===== config.mk =====
export PLATFORM = sky130hd
export DESIGN_NAME = adc_ctrl_frontend
export DESIGN_NICKNAME = d
export VERILOG_FILES = /design/src/rtl/adc_fe_pkg.sv /design/src/rtl/adc_fe_sync.sv /design/src/rtl/adc_fe_capture.sv /design/src/rtl/adc_fe_readout.sv /design/src/rtl/adc_ctrl_frontend.sv
export SDC_FILE = /design/constraint.sdc
export NUM_CORES = 1
export LEC_CHECK = 0
export CAP_MARGIN = 5
export CORE_MARGIN = 4
export CORE_UTILIZATION = 55
export DETAILED_ROUTE_END_ITERATION = 7
export PLACE_DENSITY_LB_ADDON = 0.12
export SYNTH_ARGS = -nofsm -noshare
export SYNTH_HDL_FRONTEND = slang
export SYNTH_HIERARCHICAL = 1
export SYNTH_SLANG_ARGS = --single-unit

===== constraint.sdc =====
create_clock -name clk -period 5.9 [get_ports clk]
set_input_delay 0.885 -clock clk [delete_from_list [all_inputs] [get_ports clk]]
set_output_delay 0.885 -clock clk [all_outputs]
set_load 0.01 [all_outputs]

===== src/rtl/adc_fe_pkg.sv =====
package adc_fe_pkg;

  localparam int CMD_W = 8;
  localparam int CODE_W = 8;

  typedef struct packed {
    logic [2:0] chan;
    logic       unipolar;
    logic       single;
    logic       pwr_up;
    logic       ext_clk;
  } cmd_fields_t;

  // Split the seven payload bits that follow the start bit.
  function automatic cmd_fields_t unpack_cmd(input logic [CMD_W-2:0] payload);
    cmd_fields_t f;
    f.chan     = payload[6:4];
    f.unipolar = payload[3];
    f.single   = payload[2];
    f.pwr_up   = payload[1];
    f.ext_clk  = payload[0];
    return f;
  endfunction

  // Counter step that stops at a ceiling.
  function automatic logic [3:0] step_sat(input logic [3:0] v, input logic [3:0] ceil);
    return (v < ceil) ? v + 4'd1 : v;
  endfunction

endpackage


===== src/rtl/adc_fe_sync.sv =====
module adc_fe_sync #(
  parameter int STAGES = 2
) (
  input  logic clk,
  input  logic rst_n,
  input  logic cs_n,
  input  logic sclk,
  input  logic sdi,
  output logic cs_active,
  output logic sdi_s,
  output logic sclk_rise,
  output logic sclk_fall,
  output logic cs_rise,
  output logic cs_fall
);
  localparam int NSIG = 3;
  localparam logic [NSIG-1:0] IDLE_VAL = 3'b100; // {cs_n, sclk, sdi}

  logic [STAGES-1:0][NSIG-1:0] pipe;
  logic [NSIG-1:0] prev;
  logic [NSIG-1:0] cur;

  always_ff @(posedge clk or negedge rst_n) begin
    if (!rst_n) begin
      pipe <= {STAGES{IDLE_VAL}};
      prev <= IDLE_VAL;
    end else begin
      pipe[0] <= {cs_n, sclk, sdi};
      for (int i = 1; i < STAGES; i++) pipe[i] <= pipe[i-1];
      prev <= pipe[STAGES-1];
    end
  end

  assign cur       = pipe[STAGES-1];
  assign cs_active = ~cur[2];
  assign sdi_s     = cur[0];
  assign sclk_rise = cur[1] & ~prev[1];
  assign sclk_fall = ~cur[1] & prev[1];
  assign cs_rise   = cur[2] & ~prev[2];
  assign cs_fall   = ~cur[2] & prev[2];
endmodule


===== src/rtl/adc_fe_capture.sv =====
module adc_fe_capture
  import adc_fe_pkg::*;
#(
  parameter int TRACK_AT = 6
) (
  input  logic        clk,
  input  logic        rst_n,
  input  logic        cs_active,
  input  logic        sclk_rise,
  input  logic        sclk_fall,
  input  logic        sdi_s,
  input  logic        start_ok,
  output logic        hold_now,
  output logic        hold_ext,
  output logic        start_evt,
  output logic        track_q,
  output logic        req_q,
  output cmd_fields_t fields_q
);
  localparam int CNT_W = $clog2(CMD_W + 1);
  localparam logic [CNT_W-1:0] FULL = CNT_W'(CMD_W);
  localparam logic [CNT_W-1:0] TRK  = CNT_W'(TRACK_AT);

  logic [CNT_W-1:0] nbits;
  logic [CMD_W-1:0] cmd;

  // first 1 while hunting (and allowed) opens a command
  assign start_evt = cs_active && sclk_rise && (nbits == '0) && start_ok && sdi_s;
  assign hold_now  = cs_active && sclk_fall && (nbits == FULL);
  assign hold_ext  = cmd[0];

  always_ff @(posedge clk or negedge rst_n) begin
    if (!rst_n) begin
      nbits    <= '0;
      cmd      <= '0;
      track_q  <= 1'b0;
      req_q    <= 1'b0;
      fields_q <= '0;
    end else begin
      track_q <= cs_active && sclk_fall && (nbits == TRK);
      req_q   <= hold_now;
      if (hold_now) fields_q <= unpack_cmd(cmd[CMD_W-2:0]);
      if (!cs_active) begin
        nbits <= '0;
      end else if (start_evt) begin
        nbits <= CNT_W'(1);
        cmd   <= CMD_W'(1);
      end else if (sclk_rise && nbits != '0 && nbits < FULL) begin
        nbits <= nbits + CNT_W'(1);
        cmd   <= {cmd[CMD_W-2:0], sdi_s};
      end else if (hold_now) begin
        nbits <= '0;
      end
    end
  end
endmodule


===== src/rtl/adc_fe_readout.sv =====
module adc_fe_readout
  import adc_fe_pkg::*;
#(
  parameter int MSB_AT = 1
) (
  input  logic              clk,
  input  logic              rst_n,
  input  logic              cs_active,
  input  logic              sclk_fall,
  input  logic              cs_rise,
  input  logic              cs_fall,
  input  logic              hold_now,
  input  logic              hold_ext,
  input  logic              res_valid,
  input  logic [CODE_W-1:0] res_data,
  output logic              sdo_bit,
  output logic              strobe_bit,
  output logic              ext_mode,
  output logic              start_ok,
  output logic              abort_q
);
  localparam logic [3:0] MSB_CNT  = 4'(MSB_AT);
  localparam logic [3:0] DONE_CNT = 4'(MSB_AT + CODE_W);

  logic              rd_act;
  logic [3:0]        rd_cnt;
  logic [CODE_W-1:0] shreg;
  logic [CODE_W-1:0] code_q;
  logic              int_busy;
  logic              abort_now;
  logic              msb_fall;

  assign msb_fall   = rd_act && (rd_cnt == MSB_CNT);
  // start accepted once the MSB is out and no self-clocked conversion runs
  assign start_ok   = !int_busy && !(rd_act && rd_cnt <= MSB_CNT);
  // host-clocked conversion cancelled before its LSB
  assign abort_now  = cs_rise && ext_mode && rd_act && (rd_cnt < DONE_CNT);
  assign sdo_bit    = shreg[CODE_W-1];

  always_ff @(posedge clk or negedge rst_n) begin
    if (!rst_n) begin
      rd_act     <= 1'b0;
      rd_cnt     <= '0;
      shreg      <= '0;
      code_q     <= '0;
      int_busy   <= 1'b0;
      ext_mode   <= 1'b0;
      strobe_bit <= 1'b1;
      abort_q    <= 1'b0;
    end else begin
      abort_q <= abort_now;
      if (res_valid) code_q <= res_data;
      if (abort_now) begin
        rd_act     <= 1'b0;
        shreg      <= '0;
        strobe_bit <= 1'b0;
      end else if (cs_fall && ext_mode) begin
        strobe_bit <= 1'b0;
      end else if (sclk_fall && cs_active) begin
        shreg <= msb_fall ? code_q : {shreg[CODE_W-2:0], 1'b0};
        if (rd_act) rd_cnt <= step_sat(rd_cnt, DONE_CNT);
        if (msb_fall && ext_mode) strobe_bit <= 1'b0;
        if (hold_now) begin
          ext_mode <= hold_ext;
          rd_cnt   <= '0;
          if (hold_ext) begin
            rd_act     <= 1'b1;
            int_busy   <= 1'b0;
            strobe_bit <= 1'b1;
          end else begin
            rd_act     <= 1'b0;
            int_busy   <= 1'b1;
            strobe_bit <= 1'b0;
          end
        end
      end
      // self-clocked result arrival opens the readout
      if (res_valid && int_busy) begin
        int_busy   <= 1'b0;
        strobe_bit <= 1'b1;
        rd_act     <= 1'b1;
        rd_cnt     <= '0;
      end
    end
  end
endmodule


===== src/rtl/adc_ctrl_frontend.sv =====
module adc_ctrl_frontend
  import adc_fe_pkg::*;
#(
  parameter int SYNC_STAGES = 2,
  parameter int TRACK_AT    = 6,
  parameter int MSB_AT      = 1
) (
  input  logic              clk,
  input  logic              rst_n,
  input  logic              cs_n,
  input  logic              sclk,
  input  logic              sdi,
  output logic              sdo,
  output logic              sdo_oe,
  output logic              strobe,
  output logic              strobe_oe,
  output logic              conv_req,
  output logic              track_start,
  output logic              conv_abort,
  output logic [2:0]        cfg_chan,
  output logic              cfg_unipolar,
  output logic              cfg_single,
  output logic              cfg_pwr_up,
  output logic              cfg_ext_clk,
  input  logic              res_valid,
  input  logic [CODE_W-1:0] res_data
);
  logic cs_active, sdi_s, sclk_rise, sclk_fall, cs_rise, cs_fall;
  logic hold_now, hold_ext, start_evt, start_ok, ext_mode;
  cmd_fields_t fields;

  adc_fe_sync #(.STAGES(SYNC_STAGES)) u_sync (
    .clk(clk), .rst_n(rst_n), .cs_n(cs_n), .sclk(sclk), .sdi(sdi),
    .cs_active(cs_active), .sdi_s(sdi_s), .sclk_rise(sclk_rise),
    .sclk_fall(sclk_fall), .cs_rise(cs_rise), .cs_fall(cs_fall)
  );

  adc_fe_capture #(.TRACK_AT(TRACK_AT)) u_cap (
    .clk(clk), .rst_n(rst_n), .cs_active(cs_active), .sclk_rise(sclk_rise),
    .sclk_fall(sclk_fall), .sdi_s(sdi_s), .start_ok(start_ok),
    .hold_now(hold_now), .hold_ext(hold_ext), .start_evt(start_evt),
    .track_q(track_start), .req_q(conv_req), .fields_q(fields)
  );

  adc_fe_readout #(.MSB_AT(MSB_AT)) u_rd (
    .clk(clk), .rst_n(rst_n), .cs_active(cs_active), .sclk_fall(sclk_fall),
    .cs_rise(cs_rise), .cs_fall(cs_fall), .hold_now(hold_now),
    .hold_ext(hold_ext), .res_valid(res_valid), .res_data(res_data),
    .sdo_bit(sdo), .strobe_bit(strobe), .ext_mode(ext_mode),
    .start_ok(start_ok), .abort_q(conv_abort)
  );

  assign sdo_oe       = cs_active;
  assign strobe_oe    = !ext_mode || cs_active;
  assign cfg_chan     = fields.chan;
  assign cfg_unipolar = fields.unipolar;
  assign cfg_single   = fields.single;
  assign cfg_pwr_up   = fields.pwr_up;
  assign cfg_ext_clk  = fields.ext_clk;
endmodule


After elaboration in Yosys (flattened, before gate mapping)
Index checks and enable logic that the tools add are counted.
- flip-flop bits (word level): 54
- output and inout port bits: 14
- word-level logic and storage cells: 119
- reductions and logical operators: 42
- bitwise logic cells: 10
- mux-type cells: 35
- order comparisons: 3
- add/subtract/negate cells: 2
- equality and inequality tests: 7
- operator list (cell ; count):
    $mux W4 ; 11
    $mux W8 ; 4
    $logic_and A1 B1 Y1 ; 18
    $mux W1 ; 18
    $mux W7 ; 2
    $reduce_bool A3 Y1 ; 4
    $reduce_bool A4 Y1 ; 3
    $add A4 B1 Y4 const B ; 2
    $lt A4 B4 Y1 const B ; 2
    $reduce_and A4 Y1 ; 2
    $reduce_bool A2 Y1 ; 4
    $not A1 Y1 ; 6
    $reduce_and A2 Y1 ; 3
    $reduce_and A5 Y1 ; 1
    $reduce_bool A5 Y1 ; 1
    $and A1 B1 Y1 ; 4
    $eq A4 B1 Y1 const B ; 1
    $eq A4 B3 Y1 const B ; 1
    $eq A4 B4 Y1 const B ; 1
    $le A4 B1 Y1 const B ; 1
    $logic_not A4 Y1 ; 1
    $ne A2 B2 Y1 const B ; 2
    $logic_not A1 Y1 ; 3
    $ne A3 B2 Y1 const B ; 1
    3 further kinds ; 3

Depth between registers and ports, before layout
- depth in word-level cells: 9
- gate-level depth with buffers: 9
- mapped depth without buffers: 8

By module
The synthesis kept the hierarchy.
- modules (own cells, without submodules) (module ; instances ; area each (µm²) ; sequential area each (µm²) ; cells an instance):
    adc_fe_readout ; 1 ; 1261.2 ; 626.9 ; 114
    adc_fe_capture ; 1 ; 905.9 ; 500.5 ; 68
    adc_fe_sync ; 1 ; 237.7 ; 203.9 ; 13
    adc_ctrl_frontend ; 1 ; 6.3 ; 0.0 ; 1

Worst setup path before layout
OpenSTA, ideal clock, no wires.
- path kind: register to register
- start point: register u_cap.nbits[0]
- end point: register u_rd.ext_mode
- arrival time: 1.812 ns
- setup time: 0.125 ns
- data required time: 5.775 ns
- stages on the path, launching flop included: 9
- path slack: 3.964 ns
- cell sequence: dfrtp_1 > inv_1 > ha_1 > nor2b_4 > nand4_4 > inv_2 > buf_4 > and3_1 > mux2_2
- word-level cells in the longest chain between the ends: 3
- ends and longest elaborated chain (element ; line ; source):
    start, declared ; adc_fe_capture.sv:24 ; logic [CNT_W-1:0] nbits;
    start signal, assigned ; adc_fe_capture.sv:49 ; nbits <= nbits + CNT_W'(1);
    $eq A4 B4 Y1 ; adc_fe_capture.sv:29 ; assign hold_now = cs_active && sclk_fall && (nbits == FULL);
    $logic_and A1 B1 Y1 ; adc_fe_capture.sv:29 ;
    net hold_now ; adc_ctrl_frontend.sv:29 ; logic hold_now, hold_ext, start_evt, start_ok, ext_mode;
    $reduce_and A4 Y1 (no source line) ; n/a ;
    end signal, assigned ; adc_fe_readout.sv:64 ; ext_mode <= hold_ext;
    end, declared ; adc_fe_readout.sv:18 ; output logic ext_mode,
The timed path passes the listed nets, and every way through them passes these cells.
A chain may end at the register's enable or synchronous reset.

Final worst setup path
- start point: register u_sync.pipe, in the netlist u_sync/cur[2]
- end point: output strobe_oe
- word-level cells in the longest chain between the ends: 2
- ends and longest elaborated chain (element ; line ; source):
    start, declared ; adc_fe_sync.sv:19 ; logic [STAGES-1:0][NSIG-1:0] pipe;
    start signal, assigned ; adc_fe_sync.sv:25 ; pipe <= {STAGES{IDLE_VAL}};
    $not A1 Y1 (no source line) ; n/a ;
    $logic_or A1 B1 Y1 ; adc_ctrl_frontend.sv:54 ; assign strobe_oe = !ext_mode || cs_active;
    end, declared ; adc_ctrl_frontend.sv:16 ; output logic strobe_oe,
Every way passes these cells.

==> results by stage <==
STA:
- The number of failing hold endpoints at the final stage is 0.
- The clock skew after layout is 0.00457 ns.
- The number of pins exceeding their max-slew limit in the final report is 0.
- The fraction of the cycle the final worst path needs is 44.5%.
- The maximum achievable frequency is 381 MHz.
- Setup repair after global routing left no endpoint under its margin.
- The number of setup violations in the final report is 0.
- The remaining max-slew budget at the tightest pin is 55.9%.
- The setup TNS is 0 ns.
- The clock period could shrink to 2.63 ns.
- The transition time of the tightest slew-check pin is 0.661 ns.

Worst setup path:
- The critical path startpoint category is a register.
- The critical-path maximum fanout is 13.
- Walking the worst path, the cells encountered are inv_1, nand2b_1, clkdlybuf4s50_1.
- The delay contributed by the slowest stage of the critical path is 0.56 ns.
- The data required time of the critical path is 5.02 ns.
- The kind of critical path is register to output port.
- The endpoint kind of the worst setup timing path is an output port.
- The cell with the biggest individual delay on the critical path is dfstp_2.
- The data arrival time of the critical path is 1.74 ns.

Routing:
- The total vias in the final route is 1,667.
- For this block, wires on met1 add up to 2.00 mm.
- The average wire per cell in the routed design is 16.9 µm.
- The post-route DRC violation count is 0.
- The wire length on met3 is 254 µm.
- After the first detailed-routing iteration, the DRC count stood at 69.
- In this run the remaining antenna-violating nets after routing total 0.
- The top layer used by detailed routing is met4.
- The average via count per standard cell is 6.04.
- For this block, the routed nets add up to 4.67 mm of wire.
- The met2 routed wirelength is 2.33 mm.
- The first detailed-routing pass took 4 iterations.

Min path:
- The worst min-delay path class is register to register.

Clock network:
- The post-cts repair resize count is 0.
- For the worst-skew pair, the clock arrives at the later sink with an insertion delay of 0.30 ns.
- The post-CTS setup buffer count is 0.
- TritonCTS built the clock tree.
- Clock-pin slew was measured on the worst setup and hold paths at 0.09 ns.
- The clock buffer count from CTS is 5.
- The total number of clock tree sinks is 53.
- Buffers inserted to repair hold after CTS numbered 0.
- The root buffer cell chosen for the clock tree is clkbuf_8.
- In this run the deepest clock path goes through 2 buffers.
- The H-tree level count is 2.

Global route:
- The overall routing resource usage is 19.4%.
- Summed over all layers, the global routing overflow is 0.
- The first global-routing pass estimated 8.21 mm of wire.
- Entering global routing, the biggest net connects 54 pins.
- The number of antenna violations at the first check in global routing is 0.
- The number of global-route vias before repair is 1,699.

Power and ir drop:
- The relative contribution of combinational cells to total power is 8.6%.
- The leakage dissipation is 1.23 nW.
- The power density normalized to cell area is 265 mW/mm².
- Per report_power, the sequential group accounts for 53.6% of the total.
- The switching portion of total power is 21.6%.
- The internal power is 0.000589 W.
- The maximum resistive drop on vdd is 0.145 mV.
- In this run the power spent charging and discharging nets is 0.000163 W.
- The clock network fraction of total power is 37.8%.

Synthesis:
- When the netlist entered floorplanning its net count stood at 216.
- Sequential cells were found to cover 55.2% of the synthesized design area.
- Counting every instance in the synthesized netlist gives 196.
- Counting distinct cell types in the post-synthesis netlist gives 51.
- A synthesized cell averages 12.3 µm².
- The synthesized netlist occupies a cell area of 0.00241 mm².
- Yosys printed 6 warnings.
- The post-synthesis sequential element count is 53.
- The synthesized design contains 0 enable-type register cells.
- For this run, the leading register cell type out of synthesis is dfrtp_1.
- The share of async-settable or async-resettable flops after synthesis is 100%.

Layout:
- The multi-input gate area in the final layout is 997 µm².
- Fill cells in the final layout number 311.
- The number of antenna diodes in the final layout is 0.
- The area overhead of the layout relative to synthesis is 17.7%.
- Once layout is done, the placed cells without fillers occupy 0.00284 mm².
- The fraction of final layout cells sized beyond drive strength 1 is 16.8%.
- The net count of the finished layout is 245.
- The combined flip-flop and latch cell area is 0.00133 mm².

Floorplanning:
- The area of the core is 0.00412 mm².
- The die covers 0.00551 mm².
- The overall die height is 74.2 µm.
- The initial standard-cell utilization of the core is 58.6%.
- The top-level I/O count is 28.
- The floorplan die width is 74.2 µm.
- The floorplan has 23 rows.

Placed design:
- The placement-stage cell area is 0.00271 mm².
- The congestion estimate from routability-driven global placement came to 0.905.
- The HPWL after detailed placement is 3.24 mm.
- Buffers placed on the I/O ports in this run total 27.

Run status:
- The flow ran to the end, and the final reports show no timing, DRC or antenna violations.

Flow run:
- The reported max-cap violation count is 0.
-- worst max-delay path, delay by kind of cell (launching register included) --
kind	cells	cell delay, ns
buffers and inverters	2	0.67
flip-flops	1	0.56
AND/OR/NAND/NOR	1	0.21
-- power by group through the flow --
stage / Clock [W] / Sequential, W / Combinational (W)
global route: 0.000308 / 0.000406 / 0.0000727
floorplan: 0 / 0.000405 / 0.0000384
detailed placement: 0 / 0.000409 / 0.0000660
finish: 0.000284 / 0.000402 / 0.0000646
CTS: 0.000292 / 0.000403 / 0.0000660
global placement: 0 / 0.000408 / 0.0000630
-- state kept, by name, summed over array words and instances (netlist names) --
name	count
u_cap/track_q	1
u_sync/prev	2
u_cap/fields_q	7
u_rd/abort_q	1
u_sync/pipe	3
u_rd/int_busy	1
u_rd/ext_mode	1
u_rd/rd_cnt	4
u_rd/shreg	8
u_rd/code_q	8
u_cap/nbits	4
u_rd/strobe_bit	1
u_sync/cur	3
u_cap/cmd	7
u_rd/rd_act	1
u_cap/req_q	1
-- layout make-up --
class / count / area share, %
Timing Repair Buffer: 29 / 9.87
Multi-Input combinational cell: 127 / 35.1
Tap cell: 50 / 2.20
Clock inverter: 3 / 2.29
Inverter: 9 / 1.19
Clock buffer: 5 / 2.42
Sequential cell: 53 / 46.9
-- through the flow --
stage / std cells / power, W / hold slack (ns) / util [%] / setup WS, ns
2_1_floorplan: 196 / 0.000444 / 0.331 / - / 3.96
3_3_place_gp: 268 / 0.000471 / 0.333 / 65.7 / 3.59
3_5_place_dp: 268 / 0.000475 / 0.338 / 65.7 / 3.51
4_1_cts: 276 / 0.000760 / 0.359 / 69.0 / 3.26
5_1_grt: 276 / 0.000787 / 0.370 / 69.0 / 3.17
6_report: 276 / 0.000751 / 0.359 / 69.0 / 3.27
-- synth_stat cells (all sizes together), types with 4 or more instances --
library cell | n | area share, %
nand3 | 6 | 1.2
buf | 6 | 1.9
nand2 | 7 | 1.1
mux2i | 7 | 2.9
o21ai | 6 | 1.4
nor2 | 11 | 1.7
nor2b | 4 | 1.3
dfstp | 4 | 4.4
ha | 6 | 3.1
mux2 | 18 | 8.4
a22o | 6 | 2.2
a21oi | 6 | 1.2
dfrtp | 49 | 51
nand2b | 4 | 1.3
a211oi | 7 | 2.2
inv | 8 | 1.2
-- logic make-up after synthesis --
family | Yosys count | share of synthesized area, %
and+or+nand+nor | 55 | 14.5
DFF | 53 | 55.2
AOI/OAI and AO/OA | 41 | 12.4
muxes | 25 | 11.3
buffers and inverters | 16 | 3.42
adders and majority gates | 6 | 3.11
-- final timing paths --
kind	from	to	slack, ns	cells past startpoint
setup / recovery	u_sync/cur[2]	strobe_oe	3.27	3
hold / removal	u_sync/pipe[2]	u_sync/cur[2]	0.36	0
setup reg to reg	u_cap/nbits[0]	u_rd/ext_mode	3.70	7
hold reg to reg	u_sync/pipe[2]	u_sync/cur[2]	0.36	0
max in group asynchronous	rst_n	u_rd/shreg[7]	4.77	2
min in group asynchronous	rst_n	u_cap/track_q	0.68	2
-- per-layer routing --
layer / vias to the layer above / global-route usage (%)
met5: - / 0
met4: 0 / 5.34
met3: 11 / 4.46
met2: 59 / 33.0
met1: 828 / 25.2
li1: 769 / -
-- cells in the final DEF, fill, tap and decap left out, types with 6 or more instances in the layout --
cell             synthesis  routed
clkdlybuf4s50_1          0      26
a22o_1                   6       6
nand3_1                  6       6
inv_1                    7       7
mux2i_1                  7       7
dfrtp_1                 49      49
a211oi_1                 7       7
ha_1                     6       6
mux2_2                  11      11
nand2_1                  7       7
a21oi_1                  6       6
mux2_1                   7       7
nor2_1                  11      11
Power figures use the tool's default switching activity.
